**src/rtl/afu_pkg.sv**
```systemverilog
package afu_pkg;

    localparam int HALF_W  = 32;
    localparam int ACC_W   = 2 * HALF_W;
    localparam int POS_W   = 6;
    localparam int SIZE_W  = 5;
    localparam int FIELD_W = 1 << SIZE_W;
    localparam int SHAMT_W = 6;

    typedef enum logic [1:0] {
        OP_EXTRACT     = 2'b00,
        OP_EXTRACT_DEC = 2'b01,
        OP_MOVE        = 2'b10,
        OP_SHIFT       = 2'b11
    } op_e;

    typedef struct packed {
        logic [HALF_W-1:0]  hi;
        logic [HALF_W-1:0]  lo;
        logic               acc_we;
        logic [POS_W-1:0]   pos;
        logic               pos_we;
        logic [FIELD_W-1:0] field;
        logic               fail;
    } state_t;

endpackage

```
**src/rtl/afu_field_extract.sv**
```systemverilog
module afu_field_extract #(
    parameter int ACC_W   = 64,
    parameter int POS_W   = 6,
    parameter int SIZE_W  = 5,
    parameter int FIELD_W = 32
) (
    input  logic [ACC_W-1:0]   acc_i,
    input  logic [POS_W-1:0]   pos_i,
    input  logic [SIZE_W-1:0]  size_i,
    output logic               legal_o,
    output logic [FIELD_W-1:0] field_o
);
    localparam int CMP_W = POS_W + 1;

    logic [CMP_W-1:0]   pos_x;
    logic [CMP_W-1:0]   size_x;
    logic [POS_W-1:0]   low_bit;
    logic [ACC_W-1:0]   shifted;
    logic [FIELD_W:0]   one_hot;
    logic [FIELD_W:0]   len_mask;

    always_comb begin
        pos_x    = {1'b0, pos_i};
        size_x   = CMP_W'(size_i);
        legal_o  = (pos_x >= size_x);
        low_bit  = pos_i - POS_W'(size_i);
        shifted  = acc_i >> low_bit;
        one_hot  = (FIELD_W + 1)'(1) << ({1'b0, size_i} + (SIZE_W + 1)'(1));
        len_mask = one_hot - (FIELD_W + 1)'(1);
        field_o  = legal_o ? (shifted[FIELD_W-1:0] & len_mask[FIELD_W-1:0])
                           : '0;
    end

endmodule

```
**src/rtl/afu_acc_shift.sv**
```systemverilog
module afu_acc_shift #(
    parameter int ACC_W   = 64,
    parameter int SHAMT_W = 6
) (
    input  logic [ACC_W-1:0]   acc_i,
    input  logic [SHAMT_W-1:0] amount_i,
    output logic [ACC_W-1:0]   acc_o
);
    logic               go_left;
    logic [SHAMT_W-1:0] magnitude;

    always_comb begin
        go_left   = amount_i[SHAMT_W-1];
        magnitude = go_left ? (~amount_i + SHAMT_W'(1)) : amount_i;
        acc_o     = go_left ? (acc_i << magnitude) : (acc_i >> magnitude);
    end

endmodule

```
**src/rtl/afu_pos_step.sv**
```systemverilog
module afu_pos_step #(
    parameter int POS_W  = 6,
    parameter int SIZE_W = 5,
    parameter int STEP   = 32
) (
    input  logic [POS_W-1:0]  pos_i,
    input  logic [SIZE_W-1:0] size_i,
    output logic [POS_W-1:0]  dec_pos_o,
    output logic              inc_ok_o,
    output logic [POS_W-1:0]  inc_pos_o
);
    localparam int CMP_W = POS_W + 1;

    always_comb begin
        dec_pos_o = pos_i - POS_W'(size_i) - POS_W'(1);
        inc_ok_o  = ({1'b0, pos_i} <= CMP_W'(STEP));
        inc_pos_o = pos_i + POS_W'(STEP);
    end

endmodule

```
**src/rtl/acc_field_unit.sv**
```systemverilog
module acc_field_unit
    import afu_pkg::*;
(
    input  logic               clk_i,
    input  logic               rst_ni,
    input  logic               op_valid_i,
    input  logic [1:0]         op_code_i,
    input  logic [SIZE_W-1:0]  size_i,
    input  logic [HALF_W-1:0]  operand_i,
    input  logic [HALF_W-1:0]  acc_hi_i,
    input  logic [HALF_W-1:0]  acc_lo_i,
    input  logic [POS_W-1:0]   pos_i,
    output logic [HALF_W-1:0]  acc_hi_o,
    output logic [HALF_W-1:0]  acc_lo_o,
    output logic               acc_we_o,
    output logic [POS_W-1:0]   pos_o,
    output logic               pos_we_o,
    output logic [FIELD_W-1:0] field_o,
    output logic               fail_o
);
    state_t st_d, st_q;

    logic [ACC_W-1:0]   acc_in;
    logic [ACC_W-1:0]   acc_shifted;
    logic               ext_legal;
    logic [FIELD_W-1:0] ext_field;
    logic [POS_W-1:0]   dec_pos;
    logic               inc_ok;
    logic [POS_W-1:0]   inc_pos;
    op_e                op;

    assign acc_in = {acc_hi_i, acc_lo_i};
    assign op     = op_e'(op_code_i);

    afu_field_extract #(
        .ACC_W  (ACC_W),
        .POS_W  (POS_W),
        .SIZE_W (SIZE_W),
        .FIELD_W(FIELD_W)
    ) u_extract (
        .acc_i  (acc_in),
        .pos_i  (pos_i),
        .size_i (size_i),
        .legal_o(ext_legal),
        .field_o(ext_field)
    );

    afu_acc_shift #(
        .ACC_W  (ACC_W),
        .SHAMT_W(SHAMT_W)
    ) u_shift (
        .acc_i   (acc_in),
        .amount_i(operand_i[SHAMT_W-1:0]),
        .acc_o   (acc_shifted)
    );

    afu_pos_step #(
        .POS_W (POS_W),
        .SIZE_W(SIZE_W),
        .STEP  (HALF_W)
    ) u_pos (
        .pos_i    (pos_i),
        .size_i   (size_i),
        .dec_pos_o(dec_pos),
        .inc_ok_o (inc_ok),
        .inc_pos_o(inc_pos)
    );

    always_comb begin
        st_d        = st_q;
        st_d.acc_we = 1'b0;
        st_d.pos_we = 1'b0;
        if (op_valid_i) begin
            unique case (op)
                OP_EXTRACT, OP_EXTRACT_DEC: begin
                    st_d.field = ext_field;
                    st_d.fail  = ~ext_legal;
                    if (op == OP_EXTRACT_DEC && ext_legal) begin
                        st_d.pos    = dec_pos;
                        st_d.pos_we = 1'b1;
                    end
                end
                OP_MOVE: begin
                    st_d.hi     = acc_lo_i;
                    st_d.lo     = operand_i;
                    st_d.acc_we = 1'b1;
                    if (inc_ok) begin
                        st_d.pos    = inc_pos;
                        st_d.pos_we = 1'b1;
                    end
                end
                OP_SHIFT: begin
                    st_d.hi     = acc_shifted[ACC_W-1:HALF_W];
                    st_d.lo     = acc_shifted[HALF_W-1:0];
                    st_d.acc_we = 1'b1;
                end
                default: ;
            endcase
        end
    end

    always_ff @(posedge clk_i or negedge rst_ni) begin
        if (!rst_ni) begin
            st_q <= '0;
        end else begin
            st_q <= st_d;
        end
    end

    assign acc_hi_o = st_q.hi;
    assign acc_lo_o = st_q.lo;
    assign acc_we_o = st_q.acc_we;
    assign pos_o    = st_q.pos;
    assign pos_we_o = st_q.pos_we;
    assign field_o  = st_q.field;
    assign fail_o   = st_q.fail;

endmodule

```
**config.mk**
```make
export PLATFORM = sky130hd
export DESIGN_NAME = acc_field_unit
export DESIGN_NICKNAME = d
export VERILOG_FILES = /design/src/rtl/afu_pkg.sv /design/src/rtl/afu_field_extract.sv /design/src/rtl/afu_acc_shift.sv /design/src/rtl/afu_pos_step.sv /design/src/rtl/acc_field_unit.sv
export SDC_FILE = /design/constraint.sdc
export NUM_CORES = 1
export LEC_CHECK = 0
export ABC_AREA = 1
export ABC_CLOCK_PERIOD_IN_PS = 1100
export BUFFER_PORTS_ARGS = -buffer_cell sky130_fd_sc_hd__buf_2
export CORE_MARGIN = 2
export CORE_UTILIZATION = 51
export DETAILED_ROUTE_END_ITERATION = 10
export PLACE_DENSITY = 0.7
export SYNTH_ARGS = -nofsm -noshare
export SYNTH_HDL_FRONTEND = slang
export SYNTH_HIERARCHICAL = 1
export SYNTH_SLANG_ARGS = --single-unit
```
**constraint.sdc**
```tcl
create_clock -name clk_i -period 1.1 [get_ports clk_i]
set_input_delay 0.165 -clock clk_i [delete_from_list [all_inputs] [get_ports clk_i]]
set_output_delay 0.165 -clock clk_i [all_outputs]
set_load 0.1 [all_outputs]
```
==> reports/qor.csv, run 1 <==
stage,metric,value,unit
place,placed inst area,24600,µm²
status,stop err,[ERROR GRT-0232] Routing congestion too high. Check the congestion heatmap in the GUI.,
floorplanning,Initial Util,51.6,%
yosys,simple-gate share of the synthesized area,62.3,%
yosys,largest cells by area after synthesis,"nand2_1 35%, nand3_1 20%, dfrtp_1 15%",
yosys,syn avg cell area,5.05,µm²
yosys,main combinational cell family by area after synthesis,simple AND/OR/NAND/NOR gates,
floorplanning,Die Wd,191,µm
yosys,post-synthesis net count,3643,
yosys,Synth Warn #,6,
yosys,XOR/XNOR share of the synthesized area,0.148,%
status,last step reached,global routing,
sta,Worst EP kind,register data pin,
yosys,Synth top area share,35.0,%
clocking,clk sinks,105,
yosys,"EDFF count, synth",0,
yosys,Synth Register Bits,105,
floorplanning,Site Rows,68,
place,Placement Setup Slack,-1.54,ns
yosys,Compound-Gate Fraction of Synth Area,11.8,%
yosys,post-synthesis cell area,17800,µm²
yosys,Syn Inst Count,3517,
yosys,most frequent cells after synthesis,"1654 x nand2_1, 699 x nand3_1, 202 x nor2_1, 170 x a21oi_1, 123 x buf_2",
grt,GRT Total Usage,81.6,%
floorplanning,Ports,217,
grt,GR Overflow Total,188,
yosys,multiplexer share of the synthesized area,0,%
place,RD Place Congestion,1.09,
place,count of input and output buffers,216,
status,run status,did not finish,
clocking,CTS max path bufs,2,
yosys,"Seq/Total Area, Yosys",14.8,%
yosys,count of different cell masters after synthesis,45,
yosys,async set-reset flop share out of synthesis,100,%
clocking,CTS Root Buffer Type,clkbuf_16,
yosys,predominant post-synthesis flop cell,dfrtp_1,
yosys,"area leader, netlist",nand2_1,
sta,post-GRT worst EP,field_o[8]$_DFFE_PN0P_/D,
yosys,"count leader, synth",nand2_1,
floorplanning,Die Ht,191,µm
clocking,# H-tree levels,3,
yosys,Adder-Cell Fraction of Synth Area,1.07,%
clocking,cts bufs inserted,9,
grt,largest net degree at the start of global routing,51,
place,HPWL Detailed,74700,µm
per-stage QoR:
stage / cells / hold WS [ns]
after floorplan: 3517 / -0.131
after global placement: 4452 / 0.0429
after detailed placement: 4452 / 0.0462
after CTS: 4492 / 0.0278
routing by layer:
layer | overflow | track usage (%)
met1 | 7 | 82.4
met2 | 91 | 95.2
met3 | 0 | 67.9
met4 | 89 | 80.5
met5 | 1 | 43.5
cell families after synthesis:
family | after synthesis
and+or+nand+nor | 2640
buffers and inverters | 365
AOI/OAI and AO/OA | 389
xor gates and xnor gates | 3
DFF | 105
adders and majority gates | 14
other | 1
timing repair:
item,CTS
pin swaps,79
resized for setup,282
buffers inserted,10
endpoints found under the setup margin,209
cloned,13
hold endpoints to repair,105
hold buffers,1
==> inputs of run 2 (changes only) <==
--- a/config.mk
+++ b/config.mk
@@ -9,9 +9,9 @@
 export ABC_CLOCK_PERIOD_IN_PS = 1100
 export BUFFER_PORTS_ARGS = -buffer_cell sky130_fd_sc_hd__buf_2
 export CORE_MARGIN = 2
-export CORE_UTILIZATION = 51
+export CORE_UTILIZATION = 36
 export DETAILED_ROUTE_END_ITERATION = 10
-export PLACE_DENSITY = 0.7
+export PLACE_DENSITY_LB_ADDON = 0.15
 export SYNTH_ARGS = -nofsm -noshare
 export SYNTH_HDL_FRONTEND = slang
 export SYNTH_HIERARCHICAL = 1
==> run 2 against run 1 <==
Net effect: the flow now finishes, with violations (setup timing); synthesized area stayed put; synthesized cell count stayed put.
==> reports/qor.csv, run 2 <==
stage,metric,value,unit,change
status,run status,"complete, but fails checks",,was did not finish
status,failing checks,setup timing,,
power,Pwr Density,1210,nW/µm²,
finish,"commonest non-fill, non-tap cell in the layout",nand2_1,,
power,Total Power,41.2,mW,
worst_setup_path,cell breakdown of the critical path,buf_8 > inv_8 > ha_4 > buf_6 > nand2_4 > nand2_8 > buf_8 > buf_8 > buf_16 > buf_6 > nand2_2 > nand2_2 > nand2_2 > nand2_2 > o211ai_1 > buf_4 > nand3b_1 > a21oi_1 > a21oi_1,,
sta,fin worst setup slack,-1.22,ns,
worst_setup_path,CP top delay family,buffers and inverters,,
sta,max-slew violations,0,,
clocking,"Clk pin slew, worst setup/hold paths",0.08,ns,
power,Int Pwr,18.4,mW,
floorplanning,Die Wd,226,µm,was 191 µm
floorplanning,core footprint,48800,µm²,
drt,post-route ant nets,0,,
place,Placement Setup Slack,-1.67,ns,was -1.54 ns
worst_setup_path,Worst setup EP type,register,,
sta,clock skew,0,ns,
worst_setup_path,Critical Path RT,1.36,ns,
sta,Fmax,0.432,GHz,
place,RD Place Congestion,1.04,,was 1.09
worst_setup_path,WS Path Type,in2reg,,
power,clock share of power,8.0,%,
grt,first-pass GRT wire length,156000,µm,
drt,DR iter-0 viols,4359,,
grt,largest net degree at the start of global routing,65,,
floorplanning,Initial Util,36.3,%,was 51.6%
floorplanning,die area,51100,µm²,
yosys,syn avg cell area,5.05,µm²,unchanged
worst_setup_path,critical path arrival,2.58,ns,
power,Peak supply drop,0.000922,V,
yosys,"area leader, netlist",nand2_1,,unchanged
finish,post-layout instance area,34100,µm²,
yosys,"count leader, synth",nand2_1,,unchanged
yosys,count of different cell masters after synthesis,45,,unchanged
drt,Residual DRC,0,,
power,part of the power in combinational logic,79.0,%,
worst_setup_path,cell repeated most along the worst path,nand2_2,,
yosys,largest cells by area after synthesis,"nand2_1 35%, nand3_1 20%, dfrtp_1 15%",,unchanged
power,Net Sw Frac,55.2,%,
finish,Layout fillers,4112,,
finish,fraction of layout cells with a size suffix above 1,51.5,%,
power,sequential cell fraction of total power,13.0,%,
worst_setup_path,Crit-path slowest cell,nand3b_1,,
floorplanning,Site Rows,81,,was 68
yosys,Synth Register Bits,105,,unchanged
grt,number of global-route vias before repair,25400,,
drt,Vias,29100,,
worst_setup_path,crit path launch type,input port,,
worst_setup_path,CP peak stage delay,0.24,ns,
sta,period utilization,211,%,
yosys,post-synthesis net count,3643,,unchanged
clocking,CTS Root Buffer Type,clkbuf_16,,unchanged
sta,Sum Neg Setup Slack,-106.88,ns,
finish,multi-input logic area,19400,µm²,
clocking,clock latency on the worst-skew pair,0.36,ns,
finish,Layout Nets,4390,,
place,placed inst area,25500,µm²,was 24600 µm²
yosys,predominant post-synthesis flop cell,dfrtp_1,,unchanged
finish,final core occ,69.7,%,
yosys,Syn Inst Count,3517,,unchanged
sta,Hold Fails Final Rpt,0,,
place,HPWL Detailed,80200,µm,was 74700 µm
finish,"commonest cells after routing, fill and taps aside","1151 x nand2_1, 570 x buf_4, 369 x nand2_2",,
finish,Synth-to-Final Area Change,91.8,%,
clocking,clk sinks,105,,unchanged
grt,initial antenna violation count,5,,
yosys,"EDFF count, synth",0,,unchanged
clocking,cts bufs inserted,9,,unchanged
grt,GR Overflow Total,0,,
sta,RSZ-0062 raised after global routing,true,,
grt,GRT Total Usage,40.4,%,
yosys,most frequent cells after synthesis,"1654 x nand2_1, 699 x nand3_1, 202 x nor2_1, 170 x a21oi_1, 123 x buf_2",,unchanged
drt,drt total wl,113000,µm,
sta,Setup-failing EPs final,209,,
power,Net Switching,22.7,mW,
place,count of input and output buffers,216,,unchanged
job,maximum capacitance violations,0,,
drt,routed len/inst,22.9,µm,
sta,Rel. slew slack,48.7,%,
clocking,CTS tree,built,,
floorplanning,Die Ht,226,µm,was 191 µm
worst_setup_path,"Max FO, Critical Path",6,,
floorplanning,Ports,217,,unchanged
worst_setup_path,worst path bufs/invs,8,,
yosys,Synth Warn #,6,,unchanged
sta,minimum clock period,2.32,ns,
drt,Vias/cell,5.90,,
yosys,async set-reset flop share out of synthesis,100,%,unchanged
drt,drt first pass iters,6,,
yosys,Synth top area share,35.0,%,unchanged
finish,Storage cell area,2650,µm²,
clocking,# H-tree levels,3,,unchanged
sta,Slew @ Worst Pin,0.766,ns,
yosys,"Seq/Total Area, Yosys",14.8,%,unchanged
clocking,CTS max path bufs,2,,unchanged
yosys,post-synthesis cell area,17800,µm²,unchanged
power,Leak,16.8,nW,
min_path,HP Class,in2reg,,
==> run 2: cell counts after synthesis <==
Identical to the previous run, type by type.
==> run 2: final cells by class <==
type	count	share of cell area, %
well taps	664	2.44
repair buffers	983	30.6
flip-flops and latches	105	7.79
inverters	118	1.45
diodes	2	0.0147
clock inverters	7	0.206
clock buffers	9	0.661
multi-input cells	3047	56.8
==> run 2: what timing repair did <==
item                       4_1_cts  5_1_grt
hold buffers                     1        0
hold endpoints to repair       105        0
gates resized for setup        797      831
setup endpoints to repair      209      209
gates cloned                    25       10
pin swaps                      336      432
buffers inserted                47       98
==> run 2: worst min-delay path: cells and delay by family <==
kind / cells / cell delay (ns)
AO/OA/AOI/OAI: 1 / 0.05
AND/OR/NAND/NOR: 1 / 0.05
buffers and inverters: 1 / 0.09
==> run 2: cell families (layout without fill, tap and decap cells) <==
kind of cell | count (synthesis) | in the layout | share of synthesized area (%)
flops | 105 | 105 | 14.8
buf+inv | 365 | 1117 | 9.86
fa+ha+maj | 14 | 14 | 1.07
compound gates | 389 | 389 | 11.8
simple gates | 2640 | 2640 | 62.3
other cells | 1 | 3 | 0.0211
xor+xnor | 3 | 3 | 0.148
==> run 2: power by group through the flow <==
stage	registers [mW]	logic (mW)	clock network (mW)
floorplan	9.44	9.63	0
CTS	5.32	28.1	3.35
detailed placement	5.39	24.2	0
global placement	5.37	24.2	0
finish	5.35	32.5	3.31
global route	5.38	33.9	3.52
==> run 2: worst paths after layout <==
check	startpoint	end	slack, ns	cells after the start
max in group asynchronous	rst_ni	field_o[8]	0.36	3
worst max-delay path	operand_i[0]	acc_hi_o[25]	-1.22	19
worst min-delay path	operand_i[16]	acc_lo_o[16]	0.03	3
worst max register to register	acc_lo_o[23]	acc_lo_o[23]	0.24	3
min in group asynchronous	rst_ni	acc_lo_o[22]	0.17	2
worst min register to register	field_o[7]	field_o[7]	0.57	2
==> run 2: metrics by stage <==
stage	hold slack, ns	std cells
floorplan	-0.131	3517
global placement	0.0198	4760
detailed placement	0.0205	4760
CTS	0.0138	4844
global route	0.0299	4935
finish	0.0264	4935
==> run 2: routing by layer <==
layer / share of wire, % / wire length [µm] / track usage [%] / up-vias
met1: 40 / 45300 / 57.0 / 13600
met5: 0.033 / 37 / 0 / -
li1: - / - / - / 13000
met3: 13 / 15000 / 11.0 / 486
met2: 41 / 45900 / 57.3 / 2006
met4: 6.0 / 6760 / 16.7 / 6
No activity file was read; power rests on OpenSTA's default activity.
